--- src/rtl/rx_filter_pkg.sv ---
package rx_filter_pkg;
  localparam int unsigned FCS_BYTES = 4;

  // frame is kept unless it is our own echo in half duplex with drop enabled
  function automatic logic frame_admit(input logic drop, input logic tx,
                                       input logic fd);
    return !(drop && tx && !fd);
  endfunction

  // number of bytes a frame of len bytes leaves in the FIFO
  function automatic int unsigned stored_len(input int unsigned len,
                                             input logic keep,
                                             input int unsigned fcs);
    if (keep) return len;
    return (len > fcs) ? len - fcs : 0;
  endfunction
endpackage

--- src/rtl/rx_admit.sv ---
module rx_admit
  import rx_filter_pkg::*;
(
  input  logic clk,
  input  logic rst_n,
  input  logic valid,
  input  logic sof,
  input  logic eof,
  input  logic tx_active,
  input  logic full_duplex,
  input  logic drop_own,
  input  logic keep_fcs,
  input  logic irq_mask,
  output logic beat_kept,
  output logic sof_kept,
  output logic eof_kept,
  output logic drop_sof,
  output logic keep_cur,
  output logic irq_en_cur
);
  logic in_frame_q, acc_q, keep_q, irqen_q;
  logic admit_now, start_beat;

  assign start_beat = valid && sof;
  assign admit_now  = frame_admit(drop_own, tx_active, full_duplex);

  assign beat_kept  = start_beat ? admit_now : (valid && in_frame_q && acc_q);
  assign sof_kept   = start_beat && admit_now;
  assign eof_kept   = beat_kept && eof;
  assign drop_sof   = start_beat && !admit_now;
  assign keep_cur   = start_beat ? keep_fcs : keep_q;
  assign irq_en_cur = start_beat ? !irq_mask : irqen_q;

  always_ff @(posedge clk) begin
    if (!rst_n) begin
      in_frame_q <= 1'b0;
      acc_q      <= 1'b0;
      keep_q     <= 1'b0;
      irqen_q    <= 1'b0;
    end else if (valid) begin
      if (sof) begin
        acc_q   <= admit_now;
        keep_q  <= keep_fcs;
        irqen_q <= !irq_mask;
      end
      if (eof)      in_frame_q <= 1'b0;
      else if (sof) in_frame_q <= 1'b1;
    end
  end
endmodule

--- src/rtl/rx_fcs_strip.sv ---
module rx_fcs_strip #(
  parameter int unsigned DW    = 8,
  parameter int unsigned DEPTH = 4
) (
  input  logic          clk,
  input  logic          rst_n,
  input  logic          beat_kept,
  input  logic          sof_kept,
  input  logic          keep,
  input  logic [DW-1:0] data,
  output logic          wr,
  output logic [DW-1:0] wdata
);
  localparam int unsigned CW = $clog2(DEPTH + 1);

  logic [DW-1:0] line_q [DEPTH];
  logic [CW-1:0] fill_q;
  logic [CW-1:0] fill_n;
  logic          line_full;

  assign fill_n    = sof_kept ? '0 : fill_q;
  assign line_full = (fill_n == CW'(DEPTH));

  always_ff @(posedge clk) begin
    line_q[0] <= beat_kept ? data : line_q[0];
  end

  for (genvar g = 1; g < DEPTH; g++) begin : g_stage
    always_ff @(posedge clk) begin
      if (beat_kept) line_q[g] <= line_q[g-1];
    end
  end

  always_ff @(posedge clk) begin
    if (!rst_n) begin
      fill_q <= '0;
      wr     <= 1'b0;
      wdata  <= '0;
    end else begin
      wr <= 1'b0;
      if (beat_kept) begin
        if (!line_full) fill_q <= fill_n + 1'b1;
        else            fill_q <= fill_n;
        if (keep) begin
          wr    <= 1'b1;
          wdata <= data;
        end else if (line_full) begin
          wr    <= 1'b1;
          wdata <= line_q[DEPTH-1];
        end
      end
    end
  end
endmodule

--- src/rtl/rx_done_gen.sv ---
module rx_done_gen (
  input  logic clk,
  input  logic rst_n,
  input  logic eof_kept,
  input  logic irq_en,
  output logic ready,
  output logic irq
);
  logic stage_q, irq_stage_q;

  always_ff @(posedge clk) begin
    if (!rst_n) begin
      stage_q     <= 1'b0;
      irq_stage_q <= 1'b0;
      ready       <= 1'b0;
      irq         <= 1'b0;
    end else begin
      stage_q     <= eof_kept;
      irq_stage_q <= eof_kept && irq_en;
      ready       <= stage_q;
      irq         <= irq_stage_q;
    end
  end
endmodule

--- src/rtl/rx_frame_filter.sv ---
module rx_frame_filter
  import rx_filter_pkg::*;
#(
  parameter int unsigned DW = 8
) (
  input  logic          clk,
  input  logic          rst_n,
  input  logic          rx_valid,
  input  logic          rx_sof,
  input  logic          rx_eof,
  input  logic [DW-1:0] rx_data,
  input  logic          tx_active,
  input  logic          full_duplex,
  input  logic          drop_own,
  input  logic          keep_fcs,
  input  logic          irq_mask,
  output logic          fifo_wr,
  output logic [DW-1:0] fifo_data,
  output logic          rx_ready,
  output logic          rx_irq
);
  logic beat_kept, sof_kept, eof_kept, drop_sof, keep_cur, irq_en_cur;

  rx_admit u_admit (
    .clk(clk), .rst_n(rst_n), .valid(rx_valid), .sof(rx_sof), .eof(rx_eof),
    .tx_active(tx_active), .full_duplex(full_duplex), .drop_own(drop_own),
    .keep_fcs(keep_fcs), .irq_mask(irq_mask), .beat_kept(beat_kept),
    .sof_kept(sof_kept), .eof_kept(eof_kept), .drop_sof(drop_sof),
    .keep_cur(keep_cur), .irq_en_cur(irq_en_cur)
  );

  rx_fcs_strip #(.DW(DW), .DEPTH(FCS_BYTES)) u_strip (
    .clk(clk), .rst_n(rst_n), .beat_kept(beat_kept), .sof_kept(sof_kept),
    .keep(keep_cur), .data(rx_data), .wr(fifo_wr), .wdata(fifo_data)
  );

  rx_done_gen u_done (
    .clk(clk), .rst_n(rst_n), .eof_kept(eof_kept), .irq_en(irq_en_cur),
    .ready(rx_ready), .irq(rx_irq)
  );
endmodule

--- config.mk ---
export PLATFORM = sky130hd
export DESIGN_NAME = rx_frame_filter
export DESIGN_NICKNAME = d
export VERILOG_FILES = /design/src/rtl/rx_filter_pkg.sv /design/src/rtl/rx_admit.sv /design/src/rtl/rx_fcs_strip.sv /design/src/rtl/rx_done_gen.sv /design/src/rtl/rx_frame_filter.sv
export SDC_FILE = /design/constraint.sdc
export NUM_CORES = 1
export LEC_CHECK = 0
export BUFFER_PORTS_ARGS = -buffer_cell sky130_fd_sc_hd__buf_2
export CAP_MARGIN = 20
export CELL_PAD_IN_SITES_DETAIL_PLACEMENT = 0
export CELL_PAD_IN_SITES_GLOBAL_PLACEMENT = 1
export CORE_AREA = 2 2 74 59
export DETAILED_ROUTE_END_ITERATION = 16
export DIE_AREA = 0 0 76 61
export PLACE_DENSITY = 0.83
export SKIP_CTS_REPAIR_TIMING = 1
export SLEW_MARGIN = 20
export SYNTH_ARGS = -nofsm -noshare
export SYNTH_HDL_FRONTEND = slang
export SYNTH_SLANG_ARGS = --single-unit
--- constraint.sdc ---
create_clock -name clk -period 3.9 [get_ports clk]
set_input_delay 0.195 -clock clk [delete_from_list [all_inputs] [get_ports clk]]
set_output_delay 0.195 -clock clk [all_outputs]
set_load 0.01 [all_outputs]
# == After elaboration in Yosys (flattened, before gate mapping) ==
# Memory sizes are Yosys's and may differ from the RTL's.
# Index checks and enable logic that the tools add are counted.
# Widths: inputs -> output; s select.
# totals
inputBits,18
out_inout_bits,11
word_cells,45
n_memories,1
reg_bits,20
ramBits,32
# memory_table
name,words,word_bits,rd,rd_clocked_by_memory_dff,write_ports,line_no,rtl
u_strip.line_q,4,8,4,0,4,rx_fcs_strip.sv:16,logic [DW-1:0] line_q [DEPTH];
# op_classes
reduce_logical,17
addsub,1
mux,14
eq_ne,1
# op_table
operator,n
$mux 8,3
$mux 1,9
$logic_and 1x1->1,8
$reduce_and 2->1,4
$mux 3,2
$reduce_bool 2->1,2
$add 3x1->3 const B,1
$eq 3x3->1 const B,1
$logic_not 1->1,3

# == Depth between registers and ports, before layout ==
# depth
depth_word,8
ltp_mapped,11
mapped_depth_nobuf,9

# == Cells and area by module ==
# A second synthesis with hierarchy kept.
# hier_totals
cells_unflattened,128
area_unflattened_um2,1930.6
# modules_own_cells
module,area_each_um2,seq_area_each_um2,cells_per_inst,instances
rx_fcs_strip,1580.3,1201.2,91,1
rx_admit,241.5,80.1,29,1
rx_done_gen,108.9,80.1,8,1

# == Worst setup path before layout ==
# Ideal clock, no wire load.
# synth_timing
path_type,input to register
from,input tx_active
to,register u_strip.wdata[0]
setup_ns,0.058
path_buffers,0
path_stages,4
arrival_ns,1.945
path_slack_ns,1.897
required_ns,3.842
path_cell_list,and3b_1 o21ai_2 a21boi_4 o221a_2
# synth_via
elab_chain_cells,8
word_cells_on_any_way,9
cone_classes,eq/ne: 1; mux: 2; reduce/logical: 6
# synth_rtl
element,line_no,rtl
from (decl),rx_frame_filter.sv:12,"input logic tx_active,"
$logic_and 1x1->1 (*) (2 in a row),rx_filter_pkg.sv:7,return !(drop && tx && !fd);
$logic_not 1->1 (*),rx_filter_pkg.sv:7,
$logic_and 1x1->1,rx_admit.sv:28,assign sof_kept = start_beat && admit_now;
$mux 3,rx_fcs_strip.sv:21,assign fill_n = sof_kept ? '0 : fill_q;
$eq 3x3->1,rx_fcs_strip.sv:22,assign line_full = (fill_n == CW'(DEPTH));
$reduce_bool 2->1 (no line),--,
$reduce_and 2->1 (no line) (*),--,
to (signal assigned),rx_fcs_strip.sv:46,wdata <= data;
to (signal assigned),rx_fcs_strip.sv:49,wdata <= line_q[DEPTH-1];
to (decl),rx_fcs_strip.sv:12,output logic [DW-1:0] wdata
# Every way passes the cells marked *; elsewhere a longest branch is shown, timed or not.
# A chain may end at the register's enable or synchronous reset.

# == Worst setup path after layout ==
# layout_timing
from,input rx_valid
to,register u_strip.wdata[1]
# layout_via
elab_chain_cells,6
word_cells_on_any_way,11
cone_classes,eq/ne: 1; mux: 4; reduce/logical: 6
# layout_rtl
element,line_no,rtl
from (decl),rx_frame_filter.sv:8,"input logic rx_valid,"
$logic_and 1x1->1,rx_admit.sv:24,assign start_beat = valid && sof;
$logic_and 1x1->1,rx_admit.sv:28,
$mux 3,rx_fcs_strip.sv:21,
$eq 3x3->1,rx_fcs_strip.sv:22,
$reduce_bool 2->1 (no line),--,
$reduce_and 2->1 (no line),--,
# Several ways; a longest one is shown, not always the timed one.

==> metrics <==
total number of vias=992; Final min period=2.001 ns; RSZ-0062 raised after global routing=no; # port buffers=28; Clock transition at path regs=0.09 ns; routed wire length=just over 3 mm; critical path capture point=u_strip.wdata[1]; clock share of power=34.9%; switching power=0.0002042 W; final net count=165; synthesis-stage register bit count=52; GRT overflow=0; final worst path period share=51.32%; vias in the first global route=a little under 1000; Area contributors post-synth=edfxtp_1 (52%), dfxtp_1 (22%), o221a_2 (4.9%); FF-to-FF Start=u_strip.fill_q[0]; MaxCap Viol Count=0; setup TNS=0 ns; Core Util, Final=between 50% and 60%; Mapped Area=about 0.0018 mm²; dpl hpwl=between 2 and 2.5 mm; global-route wire length before repair=5.043 mm; CTS tree=yes; most instantiated cells after synthesis=edfxtp_1 (32), dfxtp_1 (20), o21a_1 (8), o221a_2 (8), nand2_1 (7); ys async rst share=0%; Crit Path Category=in -> reg; Worst setup SP type=input pin; achievable frequency=between 400 and 500 MHz; final-layout fill cell count=between 300 and 400; Max-slew headroom=53.93%; PwrDens=476.7 mW/mm²; Crit-path slowest cell=or3b_1; Max VDD drop=around 0.0003 V; Crit. End Element=flip-flop; Seq pwr share=60.0%; share of layout cells above drive strength 1=33.56%; ys flop type=edfxtp_1; Static Leak=0.8587 nW; Synth Area per Inst=between 15 and 20 µm²; initial drt markers=between 60 and 70; Worst Tran Pin Value=about 0.7 ns; clock sinks=52; ant diodes=0; Logic pwr share=5.1%; most common cell in the synthesized netlist=edfxtp_1; critical path fanouts, max=8; Worst R2R End=u_strip.wdata[1]; largest net degree at the start of global routing=24; # rows=20; hold crit path type=in -> reg; initial antenna violation count=0; Reg2Reg Depth=7; Clock Latency Late Sink=0.30 ns; Root Driver=clkbuf_8; CTS H-Tree Depth=2; Post-synth EDFFs=32; GRT Total Usage=14.94%; DIE AREA=between 0.004 and 0.005 mm²; Slew Limit Fails=0; Multi-input gate area=between 400 and 500 µm²; post-route ant nets=0; Synth top area share=around 52%; IO Count=29; Synth Warn #=0; Top cell by count, worst path=and2_1; TritonRoute pass-1 iters=4; Starting Density=47.61%; Cells after Synth=113; critical path's largest stage delay=0.50 ns; RD Place Congestion=0.7689; Switching Share=19.97%; drt wl/cell=around 15 µm; status=completed; Seq/Total Area, Yosys=73.71%; critical-path cell list=buf_2 -> and2_1 -> nand2b_1 -> and2_1 -> inv_1 -> ha_1 -> and2_1 -> or3b_1 -> o21a_1 -> o221a_2; cell taking the most area after synthesis=edfxtp_1; internal reg-to-reg setup slack=2.10 ns; setup violators final=0; crit path DAT=between 2 and 2.5 ns; # DRC=0; Max Buffers Root-to-Sink=2; P_int=slightly above 0.0008 W; Worst Setup SP=rx_valid; Placeable Area=0.003879 mm²; Num CTS Buffers=5; die height=between 60 and 70 µm; Reg area=0.001361 mm²; Hold Violations, Final=0; vias per inst=4.935; worst path required time=4.10 ns; syn_nets=about 130; die width=approximately 76 µm; Area Overhead vs Synth=16.12%; Yosys cell types=29; Clock Skew=0.009142 ns
cell families (layout without fill, tap and decap cells):
logic type                 count (synthesis)  count (layout)  synth area share [%]
xor gates and xnor gates                   1               1                0.4743
and+or+nand+nor                           24              24                 7.995
buffers and inverters                      6              39                 2.033
DFF                                       52              52                 73.71
adders and majority gates                  2               2                 1.355
muxes                                      1               1                0.7451
AOI/OAI and AO/OA                         27              27                 13.69
worst max-delay path, delay by kind of cell:
kind	cells	cell delay, ns
AND/OR/NAND/NOR	5	1.31
buffers and inverters	2	0.18
AO/OA/AOI/OAI	2	0.37
adder cells (fa/ha/maj)	1	0.15
flip-flops by register name, indices dropped and copies added (netlist names):
register	cells
u_admit.acc_q	1
u_admit.in_frame_q	1
u_admit.irqen_q	1
u_admit.keep_q	1
u_done.irq	1
u_done.irq_stage_q	1
u_done.ready	1
u_done.stage_q	1
u_strip.fill_q	3
u_strip.line_q	32
u_strip.wdata	8
u_strip.wr	1
area by class of cell:
cell class | count | share of cell area, %
inverter | 2 | 0.3501
clock buffer | 5 | 3.209
sequential | 52 | 63.48
tap | 55 | 3.209
clock inverter | 3 | 1.984
timing repair buffer | 29 | 6.884
multi-input combinational | 55 | 20.89
power groups by stage:
stage / clock network (W) / registers (W) / logic [W]
floorplan: 0 / 0.000626 / 0.0000299
global placement: 0 / 0.000625 / 0.0000511
detailed placement: 0 / 0.000626 / 0.0000526
CTS: 0.000367 / 0.000614 / 0.0000526
global route: 0.000392 / 0.000616 / 0.0000580
finish: 0.000357 / 0.000614 / 0.0000516
stage by stage:
| stage | hold slack (ns) | instances | setup WS [ns] | instance area (µm²) | power (W) |
|---|---|---|---|---|---|
| 2_1_floorplan | 0.2939 | 113 | 1.897 | 1847 | 0.0006555 |
| 3_3_place_gp | 0.3864 | 193 | 1.659 | 2033 | 0.0006763 |
| 3_5_place_dp | 0.3953 | 193 | 1.585 | 2033 | 0.0006789 |
| 4_1_cts | 0.07780 | 201 | 1.905 | 2145 | 0.001034 |
| 5_1_grt | 0.07878 | 201 | 1.720 | 2145 | 0.001065 |
| 6_report | 0.08730 | 201 | 1.899 | 2145 | 0.001022 |
worst min-delay path by stage:
stage	from	to	slack, ns	depth (start not counted)
final	rx_data[4]	u_strip.line_q[0][4]	0.09	1
after detailed placement	rx_data[4]	u_strip.line_q[0][4]	0.40	1
after CTS	rx_data[1]	u_strip.line_q[0][1]	0.08	1
after floorplan	rx_data[0]	u_strip.line_q[0][0]	0.29	0
after global routing	rx_data[5]	u_strip.line_q[0][5]	0.08	1
after global placement	rx_data[1]	u_strip.line_q[0][1]	0.39	1
layout by cell type, fill, tap and decap left out, types with 2 or more instances in the layout:
| cell type | n |
|---|---|
| a21boi_0 | 3 |
| and2_1 | 6 |
| and3_1 | 2 |
| buf_2 | 28 |
| clkbuf_8 | 5 |
| dfxtp_1 | 20 |
| edfxtp_1 | 32 |
| ha_1 | 2 |
| inv_1 | 2 |
| nand2_1 | 7 |
| nor2_1 | 2 |
| o211a_1 | 2 |
| o21a_1 | 8 |
| o221a_2 | 8 |
per-layer routing:
| layer | vias to the layer above | share of wire [%] | track usage (%) |
|---|---|---|---|
| met3 | 2 | 4.1 | 4.464 |
| met2 | 26 | 44 | 21.81 |
| li1 | 489 | - | - |
| met5 | - | 0 | 0 |
| met1 | 475 | 51 | 20.98 |
| met4 | 0 | 0.45 | 6.753 |
(Power assumes the default switching activity.)
